## src/rtl/duplex_lcd_pkg.sv

```systemverilog
package duplex_lcd_pkg;

  localparam logic [1:0] LVL_ZERO = 2'b00;
  localparam logic [1:0] LVL_MID  = 2'b01;
  localparam logic [1:0] LVL_FULL = 2'b10;

  // Strobes from the phase sequencer to the level datapath
  typedef struct packed {
    logic bp2Active;   // backplane 2 is the driven one in this phase
    logic activeHigh;  // driven backplane sits at full (else zero)
  } phaseStrobe_t;

endpackage

```

## src/rtl/duplex_lcd_ctrl.sv

```systemverilog
module duplex_lcd_ctrl
  import duplex_lcd_pkg::*;
#(
  parameter int TICKS_PER_PHASE = 2
) (
  input  logic         clk,
  input  logic         rst_n,
  input  logic         tick,
  output phaseStrobe_t strobe
);

  localparam int CNT_W = (TICKS_PER_PHASE > 1) ? $clog2(TICKS_PER_PHASE) : 1;

  logic       stepFlag;
  logic [1:0] phaseQ;

  generate
    if (TICKS_PER_PHASE == 1) begin : g_direct
      assign stepFlag = tick;
    end else begin : g_divided
      localparam logic [CNT_W-1:0] CNT_LAST = CNT_W'(TICKS_PER_PHASE - 1);
      logic [CNT_W-1:0] tickCnt;

      always_ff @(posedge clk or negedge rst_n) begin
        if (!rst_n) begin
          tickCnt <= '0;
        end else if (tick) begin
          if (tickCnt == CNT_LAST) tickCnt <= '0;
          else                     tickCnt <= tickCnt + 1'b1;
        end
      end

      assign stepFlag = tick && (tickCnt == CNT_LAST);
    end
  endgenerate

  always_ff @(posedge clk or negedge rst_n) begin
    if (!rst_n)        phaseQ <= 2'd0;
    else if (stepFlag) phaseQ <= phaseQ + 2'd1;
  end

  // Even phases drive backplane 1, odd phases backplane 2; first half of frame is high
  always_comb begin
    strobe.bp2Active  = phaseQ[0];
    strobe.activeHigh = ~phaseQ[1];
  end


  phase_step_chk: assert property (@(posedge clk) disable iff (!rst_n)
    (rst_n && stepFlag) |=> (phaseQ == $past(phaseQ) + 2'd1));


  phase_hold_chk: assert property (@(posedge clk) disable iff (!rst_n)
    (rst_n && !stepFlag) |=> $stable(phaseQ));

endmodule

```

## src/rtl/duplex_lcd_dp.sv

```systemverilog
module duplex_lcd_dp
  import duplex_lcd_pkg::*;
#(
  parameter int NUM_LINES = 15
) (
  input  logic                   clk,
  input  logic                   rst_n,
  input  phaseStrobe_t           strobe,
  input  logic [2*NUM_LINES-1:0] segState,
  input  logic                   testAllOn,
  output logic [1:0]             bp1Lvl,
  output logic [1:0]             bp2Lvl,
  output logic [NUM_LINES-1:0]   segLvl
);

  localparam int STATE_W = 2 * NUM_LINES;

  logic [STATE_W-1:0]   onVec;
  logic [NUM_LINES-1:0] segNext;
  logic [1:0]           activeLvl;
  logic [1:0]           bp1Next;
  logic [1:0]           bp2Next;
  logic                 outValid;

  assign onVec     = segState | {STATE_W{testAllOn}};
  assign activeLvl = strobe.activeHigh ? LVL_FULL : LVL_ZERO;
  assign bp1Next   = strobe.bp2Active ? LVL_MID : activeLvl;
  assign bp2Next   = strobe.bp2Active ? activeLvl : LVL_MID;

  generate
    for (genvar i = 0; i < NUM_LINES; i++) begin : g_line
      logic lineOn;
      assign lineOn     = strobe.bp2Active ? onVec[2*i+1] : onVec[2*i];
      assign segNext[i] = strobe.activeHigh ^ lineOn;
    end
  endgenerate

  always_ff @(posedge clk or negedge rst_n) begin
    if (!rst_n) begin
      bp1Lvl   <= LVL_MID;
      bp2Lvl   <= LVL_MID;
      segLvl   <= '0;
      outValid <= 1'b0;
    end else begin
      bp1Lvl   <= bp1Next;
      bp2Lvl   <= bp2Next;
      segLvl   <= segNext;
      outValid <= 1'b1;
    end
  end

  logic actFull;
  assign actFull = (bp1Lvl == LVL_FULL) || (bp2Lvl == LVL_FULL);


  legal_code_chk: assert property (@(posedge clk) disable iff (!rst_n)
    outValid |-> (bp1Lvl != 2'b11) && (bp2Lvl != 2'b11));


  one_mid_chk: assert property (@(posedge clk) disable iff (!rst_n)
    outValid |-> ((bp1Lvl == LVL_MID) != (bp2Lvl == LVL_MID)));


  all_on_chk: assert property (@(posedge clk) disable iff (!rst_n)
    (outValid && $past(testAllOn)) |-> (segLvl == {NUM_LINES{~actFull}}));

  generate
    for (genvar k = 0; k < NUM_LINES; k++) begin : g_chk

      seg_polarity_chk: assert property (@(posedge clk) disable iff (!rst_n)
        outValid |-> (segLvl[k] == (actFull ^ ((bp1Lvl != LVL_MID) ?
                      ($past(segState[2*k]) | $past(testAllOn)) :
                      ($past(segState[2*k+1]) | $past(testAllOn))))));
    end
  endgenerate

endmodule

```

## src/rtl/duplex_lcd_drive.sv

```systemverilog
module duplex_lcd_drive
  import duplex_lcd_pkg::*;
#(
  parameter int NUM_LINES       = 15,
  parameter int TICKS_PER_PHASE = 2
) (
  input  logic                   clk,
  input  logic                   rst_n,
  input  logic                   tick,
  input  logic [2*NUM_LINES-1:0] segState,
  input  logic                   testAllOn,
  output logic [1:0]             bp1Lvl,
  output logic [1:0]             bp2Lvl,
  output logic [NUM_LINES-1:0]   segLvl
);

  phaseStrobe_t strobe;

  duplex_lcd_ctrl #(.TICKS_PER_PHASE(TICKS_PER_PHASE)) u_ctrl (
    .clk    (clk),
    .rst_n  (rst_n),
    .tick   (tick),
    .strobe (strobe)
  );

  duplex_lcd_dp #(.NUM_LINES(NUM_LINES)) u_dp (
    .clk       (clk),
    .rst_n     (rst_n),
    .strobe    (strobe),
    .segState  (segState),
    .testAllOn (testAllOn),
    .bp1Lvl    (bp1Lvl),
    .bp2Lvl    (bp2Lvl),
    .segLvl    (segLvl)
  );

endmodule

```

## config.mk

```make
export PLATFORM = sky130hd
export DESIGN_NAME = duplex_lcd_drive
export DESIGN_NICKNAME = d
export VERILOG_FILES = /design/src/rtl/duplex_lcd_pkg.sv /design/src/rtl/duplex_lcd_ctrl.sv /design/src/rtl/duplex_lcd_dp.sv /design/src/rtl/duplex_lcd_drive.sv
export SDC_FILE = /design/constraint.sdc
export NUM_CORES = 1
export LEC_CHECK = 0
export BUFFER_PORTS_ARGS = -buffer_cell sky130_fd_sc_hd__buf_2
export CELL_PAD_IN_SITES_DETAIL_PLACEMENT = 2
export CELL_PAD_IN_SITES_GLOBAL_PLACEMENT = 2
export CORE_MARGIN = 10
export CORE_UTILIZATION = 28
export CTS_BUF_LIST = sky130_fd_sc_hd__clkbuf_4
export CTS_CLUSTER_SIZE = 14
export DETAILED_ROUTE_END_ITERATION = 6
export PLACE_DENSITY = 0.88
export SLEW_MARGIN = 20
export SYNTH_ARGS = -nofsm -noshare
export SYNTH_HDL_FRONTEND = slang
export SYNTH_HIERARCHICAL = 1
export SYNTH_SLANG_ARGS = --single-unit
```

## constraint.sdc

```tcl
create_clock -name clk -period 1.32 [get_ports clk]
set_input_delay 0.132 -clock clk [delete_from_list [all_inputs] [get_ports clk]]
set_output_delay 0.132 -clock clk [all_outputs]
set_load 0.02 [all_outputs]
```

==> results.sh, run 1 <==
export IMPL_outcome="finished, final reports clean"
export IMPL_hold_viol_final=0
export IMPL_placed_cells=178
export IMPL_die_h_um=81.5
export IMPL_area_growth_pct=33.9
export IMPL_p_switching_mw=1.49
export IMPL_tightest_slew_ns=0.464
export IMPL_initial_utilization_pct=28.9
export IMPL_yosysSeqAreaShare_pct=52.2
export IMPL_grt_max_degree=34
export IMPL_die_w_um=81.5
export IMPL_dr_pass1_iters=2
export IMPL_diodes=0
export IMPL_cp_cell_sequence="buf_12 > nor2b_1 > a211oi_1 > xnor2_1"
export IMPL_synth_xor_area_share_pct=14.9
export IMPL_stdcell_area_um2=1420
export IMPL_clock_sinks=22
export IMPL_synthCells=83
export IMPL_final_layout_size_suffix_gt1_share_pct=54.4
export IMPL_htreeDepth=1
export IMPL_crit_path_top_delay_cell="dfrtp_2"
export IMPL_num_vias=808
export IMPL_avgSynthCellArea_um2=12.8
export IMPL_placed_area_um2=1350
export IMPL_power_frac_seq_pct=35.1
export IMPL_hold_path_class="in2reg"
export IMPL_final_core_util_pct=38.8
export IMPL_wl_per_cell_um=18.0
export IMPL_synth_fp_nets=117
export IMPL_fill_cells=392
export IMPL_clk_path_buf_depth=2
export IMPL_path_class="reg2reg"
export IMPL_io_pins=53
export IMPL_post_route_min_period_ns=1.22
export IMPL_num_rows=22
export IMPL_netlist_area_leader_share_pct=47.2
export IMPL_grt_pass1_wl_mm=4.92
export IMPL_fin_setup_tns_ns=0
export IMPL_leakagePower_nw=0.629
export IMPL_wirelength_mm=3.31
export IMPL_p_int_mw=1.93
export IMPL_sw_frac_of_total_pct=43.6
export IMPL_nNetsFinal=171
export IMPL_die_area_um2=6650
export IMPL_vias_per_cell=4.39
export IMPL_grt_overflow_total=0
export IMPL_track_usage_pct=9.66
export IMPL_cap_violations=0
export IMPL_combPwrFrac_pct=56.0
export IMPL_yosys_top_cells_area="dfrtp_1 (47%), xnor2_1 (14%), a211oi_2 (13%)"
export IMPL_setup_viol=0
export IMPL_synth_top_family_by_area="compound AO/OA/AOI/OAI gates"
export IMPL_slowest_delay_ns=0.47
export IMPL_worst_setup_path_start_kind="flop"
export IMPL_drc=0
export IMPL_ys_seq_elements=22
export IMPL_worst_path_max_fanout=17
export IMPL_ys_types=16
export IMPL_antenna_found_initial=0
export IMPL_numCtsBuffers=3
export IMPL_cts_setup_buffers=0
export IMPL_synth_fa_ha_area_share_pct=0
export IMPL_critPathTopFamily="flip-flops"
export IMPL_cts_clk_slew_worst_paths_ns=0.13
export IMPL_cp_end_kind="flop"
export IMPL_drtAntennaViolNets=0
export IMPL_place_gp_congestion=0.677
export IMPL_synth_compound_area_share_pct=15.8
export IMPL_port_buffers=52
export IMPL_powerDensity_nw_per_um2=2410
export IMPL_period_share_pct=92.8
export IMPL_synthMuxAreaShare_pct=0
export IMPL_clkPwrFrac_pct=8.9
export IMPL_clock_latency_ns=0.30
export IMPL_rsz0062_at_grt="false"
export IMPL_critical_path_required_ns=1.53
export IMPL_synth_simple_area_share_pct=11.1
export IMPL_grt_pass1_vias=903
export IMPL_fmax_mhz=817
export IMPL_root_buffer="clkbuf_4"
export IMPL_finalPower_mw=3.42
export IMPL_slew_headroom_pct=69.0
export IMPL_core_area_um2=3660
export IMPL_synth_top_cell_by_area="dfrtp_1"
export IMPL_critPathBufInv=1
export IMPL_cts_tree="built"
export IMPL_skew_ns=0.00976
export IMPL_synth_area_um2=1060
export IMPL_fin_cells=184
export IMPL_peakVddDrop_mv=0.514
export IMPL_drt_initial_drc_count=24
export IMPL_synth_warnings=6
export IMPL_maxSlewViolCount=0
export IMPL_arrival_ns=1.43
[routing by layer]
layer,vias to the layer above,wire length (µm),global-route usage [%]
li1,379,-,-
met1,394,1410,11.2
met2,33,1600,16.2
met3,2,273,2.84
met4,0,34,4.15
met5,-,0,0
[through the flow]
stage / setup WS, ns / hold slack, ns
3_3_place_gp: 0.106 / 0.0944
6_report: 0.0953 / 0.0525
2_1_floorplan: 0.115 / -0.164
5_1_grt: 0.0238 / 0.0581
3_5_place_dp: 0.0412 / 0.121
4_1_cts: 0.00821 / 0.0538
[kinds of logic (layout without fill, tap and decap cells)]
logic type,count (synthesis),after routing
buffers and inverters,9,62
AO/OA/AOI/OAI,15,15
flip-flops,22,22
XOR/XNOR,18,18
AND/OR/NAND/NOR,19,19
[synth_stat cells, drive strengths merged]
| cell type | number |
|---|---|
| dfrtp | 20 |
| xnor2 | 17 |
| nor2b | 16 |
| a211oi | 15 |
| buf | 6 |
| dfstp | 2 |
| inv | 2 |
| and2 | 1 |
| clkbuf | 1 |
| nand2 | 1 |
| nand3 | 1 |
| xor2 | 1 |
[cell usage in the layout (no fill, tap or decap)]
cell,n
buf_2,52
dfrtp_1,19
xnor2_1,17
nor2b_1,15
a211oi_2,12
clkbuf_4,3
a211oi_1,3
inv_1,2
dfstp_2,2
clkinv_1,1
clkbuf_16,1
dlygate4sd3_1,1
buf_12,1
xor2_1,1
nand3_1,1
nand2_1,1
dfrtp_2,1
nor2b_2,1
and2_1,1
buf_4,1
[final timing paths]
| kind | endpoint | slack (ns) | depth (start not counted) | startpoint |
|---|---|---|---|---|
| worst min-delay path | u_ctrl/g_divided.tickCnt$_DFFE_PN0P_ | 0.05 | 2 | tick |
| worst max-delay path | u_dp/segLvl[14]$_DFF_PN0_ | 0.1 | 4 | u_ctrl/phaseQ[0]$_DFFE_PN0P_ |
| min in group asynchronous | u_dp/bp1Lvl[1]$_DFF_PN0_ | 0.30 | 2 | rst_n |
| worst max register to register | u_dp/segLvl[14]$_DFF_PN0_ | 0.1 | 4 | u_ctrl/phaseQ[0]$_DFFE_PN0P_ |
| max in group asynchronous | u_dp/bp2Lvl[0]$_DFF_PN1_ | 0.66 | 2 | rst_n |
| worst min register to register | u_ctrl/g_divided.tickCnt$_DFFE_PN0P_ | 0.51 | 1 | u_ctrl/g_divided.tickCnt$_DFFE_PN0P_ |
[registers in the layout (all words and copies together) (netlist names)]
name,count
u_ctrl/g_divided.tickCnt,1
u_dp/bp2Lvl,2
u_dp/bp1Lvl,2
u_ctrl/phaseQ,2
u_dp/segLvl,15
[layout make-up]
cell class,instances,area (µm²),area share [%]
clock buffer,3,22.5,1.59
clock inverter,1,3.75,0.265
inverter,2,7.51,0.529
multi-input combinational,52,448,31.6
sequential,22,554,39.1
tap,48,60.1,4.23
timing repair buffer,56,323,22.8
[worst reg2reg max path, delay by kind of cell (launching register included)]
kind	cells	cell delay, ns
xor gates and xnor gates	1	0.18
buffers and inverters	1	0.17
AOI/OAI and AO/OA	1	0.26
and+or+nand+nor	1	0.05
DFF	1	0.47
[power by group through the flow]
stage | Clock [mW] | Sequential (mW) | Combinational [mW]
5_1_grt | 0.348 | 1.25 | 2.08
3_3_place_gp | 0 | 1.18 | 1.76
4_1_cts | 0.305 | 1.19 | 1.86
2_1_floorplan | 0 | 1.55 | 0.932
6_report | 0.305 | 1.20 | 1.91
3_5_place_dp | 0 | 1.21 | 1.85
[timing repair]
action | 4_1_cts | 5_1_grt
hold endpoints to repair | 20 | 0
hold buffers | 1 | 0
endpoints found under the setup margin | 0 | 9
resized for setup | 0 | 2
Power figures use the tool's default switching activity.
==> inputs of run 2 (changes only) <==
--- a/config.mk
+++ b/config.mk
@@ -5,15 +5,16 @@
 export SDC_FILE = /design/constraint.sdc
 export NUM_CORES = 1
 export LEC_CHECK = 0
+export ABC_AREA = 1
 export BUFFER_PORTS_ARGS = -buffer_cell sky130_fd_sc_hd__buf_2
 export CELL_PAD_IN_SITES_DETAIL_PLACEMENT = 2
 export CELL_PAD_IN_SITES_GLOBAL_PLACEMENT = 2
 export CORE_MARGIN = 10
-export CORE_UTILIZATION = 28
+export CORE_UTILIZATION = 26
 export CTS_BUF_LIST = sky130_fd_sc_hd__clkbuf_4
 export CTS_CLUSTER_SIZE = 14
 export DETAILED_ROUTE_END_ITERATION = 6
-export PLACE_DENSITY = 0.88
+export PLACE_DENSITY = 0.89
 export SLEW_MARGIN = 20
 export SYNTH_ARGS = -nofsm -noshare
 export SYNTH_HDL_FRONTEND = slang
==> run 2 against run 1 <==
  * Register-to-register slack improved by 0.08 ns
  * Highest routed layer unchanged
  * Critical path depth decreased by 3
  * Largest cell class unchanged
  * Sequential share of layout area decreased by 1.3 points
  * First-iteration DRC count increased to 2.6 times the previous value
  * Non-clock buffer count unchanged
==> results.sh, run 2 <==
export IMPL_cts_resized=0
export IMPL_grt_max_degree=31
export IMPL_peakVddDrop_mv=0.661
export IMPL_skew_ns=0.00606
export IMPL_dp_slack_ns=0.219
export IMPL_critPathTopFamily="flip-flops"
export IMPL_initial_utilization_pct=26.7
export IMPL_drt_initial_drc_count=63
export IMPL_num_rows=24
export IMPL_path_class="reg2out"
export IMPL_dr_pass1_iters=4
export IMPL_wl_per_cell_um=17.2
export IMPL_netlist_area_leader_share_pct=43.3
export IMPL_rsz0062_at_grt="false"
export IMPL_final_layout_size_suffix_gt1_share_pct=38.7
export IMPL_setup_viol=0
export IMPL_synth_fp_nets=175
export IMPL_slew_headroom_pct=62.8
export IMPL_die_area_um2=7510
export IMPL_die_w_um=86.7
export IMPL_worst_setup_path_start_kind="flop"
export IMPL_fmax_mhz=873
export IMPL_drc=0
export IMPL_root_buffer="clkbuf_4"
export IMPL_finalPower_mw=3.12
export IMPL_hold_path_class="in2reg"
export IMPL_final_common_cell="nand2_1"
export IMPL_numCtsBuffers=3
export IMPL_synthCells=141
export IMPL_worst_path_max_fanout=1
export IMPL_area_growth_pct=26.5
export IMPL_synthFlopType="dfrtp_1"
export IMPL_clock_sinks=22
export IMPL_cts_setup_buffers=0
export IMPL_ys_types=16
export IMPL_vias_per_cell=4.82
export IMPL_leakagePower_nw=0.815
export IMPL_hold_buffers=1
export IMPL_yosys_top_cells_area="dfrtp_1 (43%), nand2_1 (19%), nand4_1 (8.7%)"
export IMPL_grt_overflow_total=0
export IMPL_yosysMostFrequentCell="nand2_1"
export IMPL_crit_path_top_delay_cell="dfstp_2"
export IMPL_most_common_layout_cells="nand2_1 (57), buf_2 (52), dfrtp_1 (20), nand4_1 (16), nand3_1 (15)"
export IMPL_diodes=0
export IMPL_antenna_found_initial=0
export IMPL_nNetsFinal=226
export IMPL_synth_edf_count=0
export IMPL_grt_pass1_vias=1377
export IMPL_period_share_pct=86.8
export IMPL_track_usage_pct=11.2
export IMPL_slowest_delay_ns=0.55
export IMPL_post_dp_hpwl_mm=3.17
export IMPL_arrival_ns=1.01
export IMPL_ys_seq_elements=22
export IMPL_top_register="u_dp/segLvl"
export IMPL_post_route_min_period_ns=1.15
export IMPL_register_area_um2=553
export IMPL_grt_pass1_wl_mm=6.88
export IMPL_avgSynthCellArea_um2=8.20
export IMPL_critPathBufInv=1
export IMPL_powerDensity_nw_per_um2=2130
export IMPL_maxSlewViolCount=0
export IMPL_synth_common_cells="nand2_1 (57), dfrtp_1 (20), nand4_1 (16)"
export IMPL_setup_slack_ns=0.175
export IMPL_synth_area_um2=1160
export IMPL_cts_clk_slew_worst_paths_ns=0.13
export IMPL_drtAntennaViolNets=0
export IMPL_die_h_um=86.7
export IMPL_clk_path_buf_depth=2
export IMPL_num_vias=1171
export IMPL_wirelength_mm=4.17
export IMPL_largest_reg_flops=15
export IMPL_io_pins=53
export IMPL_clock_latency_ns=0.31
export IMPL_port_buffers=52
export IMPL_fill_cells=527
export IMPL_cp_end_kind="output port"
export IMPL_synth_top_cell_by_area="dfrtp_1"
export IMPL_multi_input_area_um2=478
export IMPL_cts_tree="built"
export IMPL_placed_cells=238
export IMPL_tightest_slew_ns=0.557
export IMPL_fin_setup_tns_ns=0
export IMPL_outcome="finished, final reports clean"
export IMPL_fin_cells=243
export IMPL_async_reset_ff_share_pct=100
export IMPL_core_area_um2=4320
export IMPL_cp_cell_sequence="buf_2"
export IMPL_hold_viol_final=0
export IMPL_cap_violations=0
export IMPL_yosysSeqAreaShare_pct=47.8
export IMPL_critical_path_required_ns=1.19
export IMPL_place_gp_congestion=0.717
export IMPL_synth_warnings=6
export IMPL_htreeDepth=1
## run 2: cell count changes in the layout (fill, tap and decap cells not counted), sizes merged
cell,delta
nand2,+66
nand3,+15
nand4,+16
clkinv,-1
xnor2,-17
nor2b,-16
and2,-1
a211oi,-15
xor2,-1
inv,+5
nor2,+3
buf,+1
## run 2: path summary, 6_finish.rpt
path	startpoint	end	slack (ns)	cells past startpoint
worst min-delay path	segState[2]	u_dp/segLvl[1]$_DFF_PN0_	0.09	4
worst max register to register	u_ctrl/phaseQ[0]$_DFFE_PN0P_	u_dp/segLvl[14]$_DFF_PN0_	0.18	6
worst min register to register	u_ctrl/phaseQ[1]$_DFFE_PN0P_	u_ctrl/phaseQ[1]$_DFFE_PN0P_	0.52	2
max in group asynchronous	rst_n	u_dp/bp2Lvl[0]$_DFF_PN1_	0.63	2
worst max-delay path	u_dp/bp2Lvl[0]$_DFF_PN1_	bp2Lvl[0]	0.17	1
min in group asynchronous	rst_n	u_dp/bp2Lvl[1]$_DFF_PN0_	0.31	2
## run 2: cell type report
cell class              count  area share [%]
multi-input cells         102            32.7
well taps                  52            4.45
clock buffers               4            2.05
flip-flops and latches     22            37.8
repair buffers             56            20.9
inverters                   7            2.14
## run 2: per-layer routing
layer	share of wire [%]	global-route usage [%]	wire length (µm)	vias to the layer above
li1	-	-	-	556
met1	40	12.3	1650	579
met2	53	20.7	2220	34
met3	6.6	3.47	275	2
met4	0.65	1.91	27	0
met5	0	0	0	-
## run 2: power by group
part           internal [mW]  leakage, nW  switching, mW
sequential             0.987        0.265         0.0905
clock                  0.138       0.0184          0.214
combinational          0.522        0.532           1.17
## run 2: cell families (layout without fill, tap and decap cells)
family,after synthesis,count (layout),share of synthesized area (%)
flip-flops,22,22,47.8
AND/OR/NAND/NOR,102,102,41.3
buffers and inverters,17,67,10.8
## run 2: tightest hold or removal path, delay by kind of cell
family | cells | cell delay, ns
AND/OR/NAND/NOR | 3 | 0.18
buffers and inverters | 1 | 0.07
## run 2: metrics by stage
step           hold WS, ns  cell area (µm²)  util (%)
2_1_floorplan       -0.164             1160         -
3_3_place_gp         0.140             1420      32.9
3_5_place_dp         0.150             1420      32.9
4_1_cts             0.0802             1460      33.8
5_1_grt             0.0769             1460      33.8
6_report            0.0915             1460      33.8
==> inputs of run 3 (changes only) <==
--- a/config.mk
+++ b/config.mk
@@ -14,6 +14,7 @@
 export CTS_BUF_LIST = sky130_fd_sc_hd__clkbuf_4
 export CTS_CLUSTER_SIZE = 14
 export DETAILED_ROUTE_END_ITERATION = 6
+export HOLD_SLACK_MARGIN = 0.15
 export PLACE_DENSITY = 0.89
 export SLEW_MARGIN = 20
 export SYNTH_ARGS = -nofsm -noshare
==> run 3 against run 2 <==
  * Hold slack better by 0.078 ns
  * Count of clock-buffer cells in the layout unchanged
  * Worst setup slack worse by 0.040 ns
  * Register-to-register slack worse by 0.05 ns
  * Clock power up 6.8%
  * Highest routed layer unchanged
==> results.sh, run 3 (same netlist as run 2, synthesis figures left out) <==
export IMPL_drt_initial_drc_count=61
export IMPL_drtAntennaViolNets=0
export IMPL_crit_path_top_delay_cell="dfrtp_1"
export IMPL_grt_max_degree=31
export IMPL_powerDensity_nw_per_um2=1910
export IMPL_hold_path_class="in2reg"
export IMPL_clk_path_buf_depth=2
export IMPL_die_h_um=86.7
export IMPL_num_rows=24
export IMPL_diodes=0
export IMPL_setup_viol=0
export IMPL_cp_cell_sequence="buf_12 > inv_6 > nand2_1 > nand3_1 > nand2_1 > nand2_1"
export IMPL_place_gp_congestion=0.717
export IMPL_outcome="finished, final reports clean"
export IMPL_dr_pass1_iters=4
export IMPL_die_area_um2=7510
export IMPL_final_layout_size_suffix_gt1_share_pct=34.7
export IMPL_fmax_mhz=844
export IMPL_final_common_cell="nand2_1"
export IMPL_worst_setup_path_start_kind="flop"
export IMPL_slew_headroom_pct=64.7
export IMPL_peakVddDrop_mv=0.621
export IMPL_htreeDepth=1
export IMPL_numCtsBuffers=3
export IMPL_most_common_layout_cells="nand2_1 (57), buf_2 (52), dlygate4sd3_1 (30), dfrtp_1 (20), nand4_1 (16)"
export IMPL_final_core_util_pct=41.3
export IMPL_rsz0062_at_grt="false"
export IMPL_area_growth_pct=54.3
export IMPL_post_dp_hpwl_mm=3.17
export IMPL_leakagePower_nw=0.944
export IMPL_grt_overflow_total=0
export IMPL_vias_per_cell=4.74
export IMPL_critical_path_required_ns=1.59
export IMPL_cts_clk_slew_worst_paths_ns=0.15
export IMPL_finalPower_mw=3.40
export IMPL_track_usage_pct=13.9
export IMPL_arrival_ns=1.46
export IMPL_holdWs_ns=0.169
export IMPL_nNetsFinal=257
export IMPL_io_pins=53
export IMPL_port_buffers=52
export IMPL_worst_path_max_fanout=23
export IMPL_grt_pass1_vias=1533
export IMPL_tightest_slew_ns=0.529
export IMPL_clock_latency_ns=0.33
export IMPL_hold_viol_final=0
export IMPL_antenna_found_initial=0
export IMPL_cts_tree="built"
export IMPL_wl_per_cell_um=19.1
export IMPL_core_area_um2=4320
export IMPL_cap_violations=0
export IMPL_num_vias=1299
export IMPL_cp_end_kind="flop"
export IMPL_initial_utilization_pct=26.7
export IMPL_wirelength_mm=5.23
export IMPL_skew_ns=0.0196
export IMPL_largest_reg_flops=15
export IMPL_dp_slack_ns=0.219
export IMPL_top_register="u_dp/segLvl"
export IMPL_drc=0
export IMPL_die_w_um=86.7
export IMPL_fin_setup_tns_ns=0
export IMPL_setup_slack_ns=0.135
export IMPL_maxSlewViolCount=0
export IMPL_period_share_pct=89.8
export IMPL_path_class="reg2reg"
export IMPL_slowest_delay_ns=0.43
export IMPL_fill_cells=508
export IMPL_grt_pass1_wl_mm=8.45
export IMPL_cp_common_cell="nand2_1"
export IMPL_clock_sinks=22
export IMPL_root_buffer="clkbuf_4"
export IMPL_post_route_min_period_ns=1.19
## run 3: changes by cell type in the layout (fill, tap and decap cells not counted), sizes merged
cell and change:
dlygate4sd3 +29, buf +2, clkinvlp +1, inv -1
## run 3: metal layers
layer | wire (µm) | global-route usage [%] | up-vias
met1 | 1940 | 14.7 | 639
met3 | 315 | 3.85 | 4
li1 | - | - | 618
met4 | 29 | 2.21 | 0
met2 | 2940 | 26.6 | 38
met5 | 0 | 0 | -
## run 3: area by class of cell
type,instances,area (µm²),share of cell area [%]
Timing Repair Buffer,87,623,34.9
Sequential cell,22,553,31.0
Multi-Input combinational cell,102,478,26.8
Tap cell,52,65.1,3.65
Inverter,7,35.0,1.96
Clock buffer,4,30.0,1.68
## run 3: timing repair
action                     in CTS  in global routing
hold buffers                   29                  1
setup endpoints to repair       0                  2
gates resized for setup         0                  1
hold endpoints to repair       37                  1
setup buffers                   0                  2
## run 3: critical path: cells and delay by family (launching register included)
family	cells	cell delay (ns)
simple gates	4	0.40
flops	1	0.43
buf+inv	2	0.33
## run 3: power breakdown
group          switching (mW)  internal [mW]  total (mW)
combinational            1.28          0.657        1.93
sequential              0.104          0.987        1.09
clock                   0.239          0.139       0.377
total                    1.62           1.78        3.40
## run 3: path summary, 6_finish.rpt
path                                              start                           end  slack [ns]  cells past startpoint
max                        u_ctrl/phaseQ[0]$_DFFE_PN0P_     u_dp/segLvl[14]$_DFF_PN0_        0.13                      6
min                                        segState[14]      u_dp/segLvl[7]$_DFF_PN0_        0.17                      4
max reg2reg                u_ctrl/phaseQ[0]$_DFFE_PN0P_     u_dp/segLvl[14]$_DFF_PN0_        0.13                      6
min reg2reg                u_ctrl/phaseQ[1]$_DFFE_PN0P_  u_ctrl/phaseQ[1]$_DFFE_PN0P_        0.58                      2
max in group asynchronous                         rst_n      u_dp/bp1Lvl[0]$_DFF_PN1_        0.63                      2
min in group asynchronous                         rst_n     u_dp/segLvl[11]$_DFF_PN0_        0.29                      2
## run 3: metrics by stage
step | cells | instance area, µm²
final | 274 | 1780
after global routing | 274 | 1780
after CTS | 271 | 1740
after detailed placement | 238 | 1420
after global placement | 238 | 1420
after floorplan | 141 | 1160
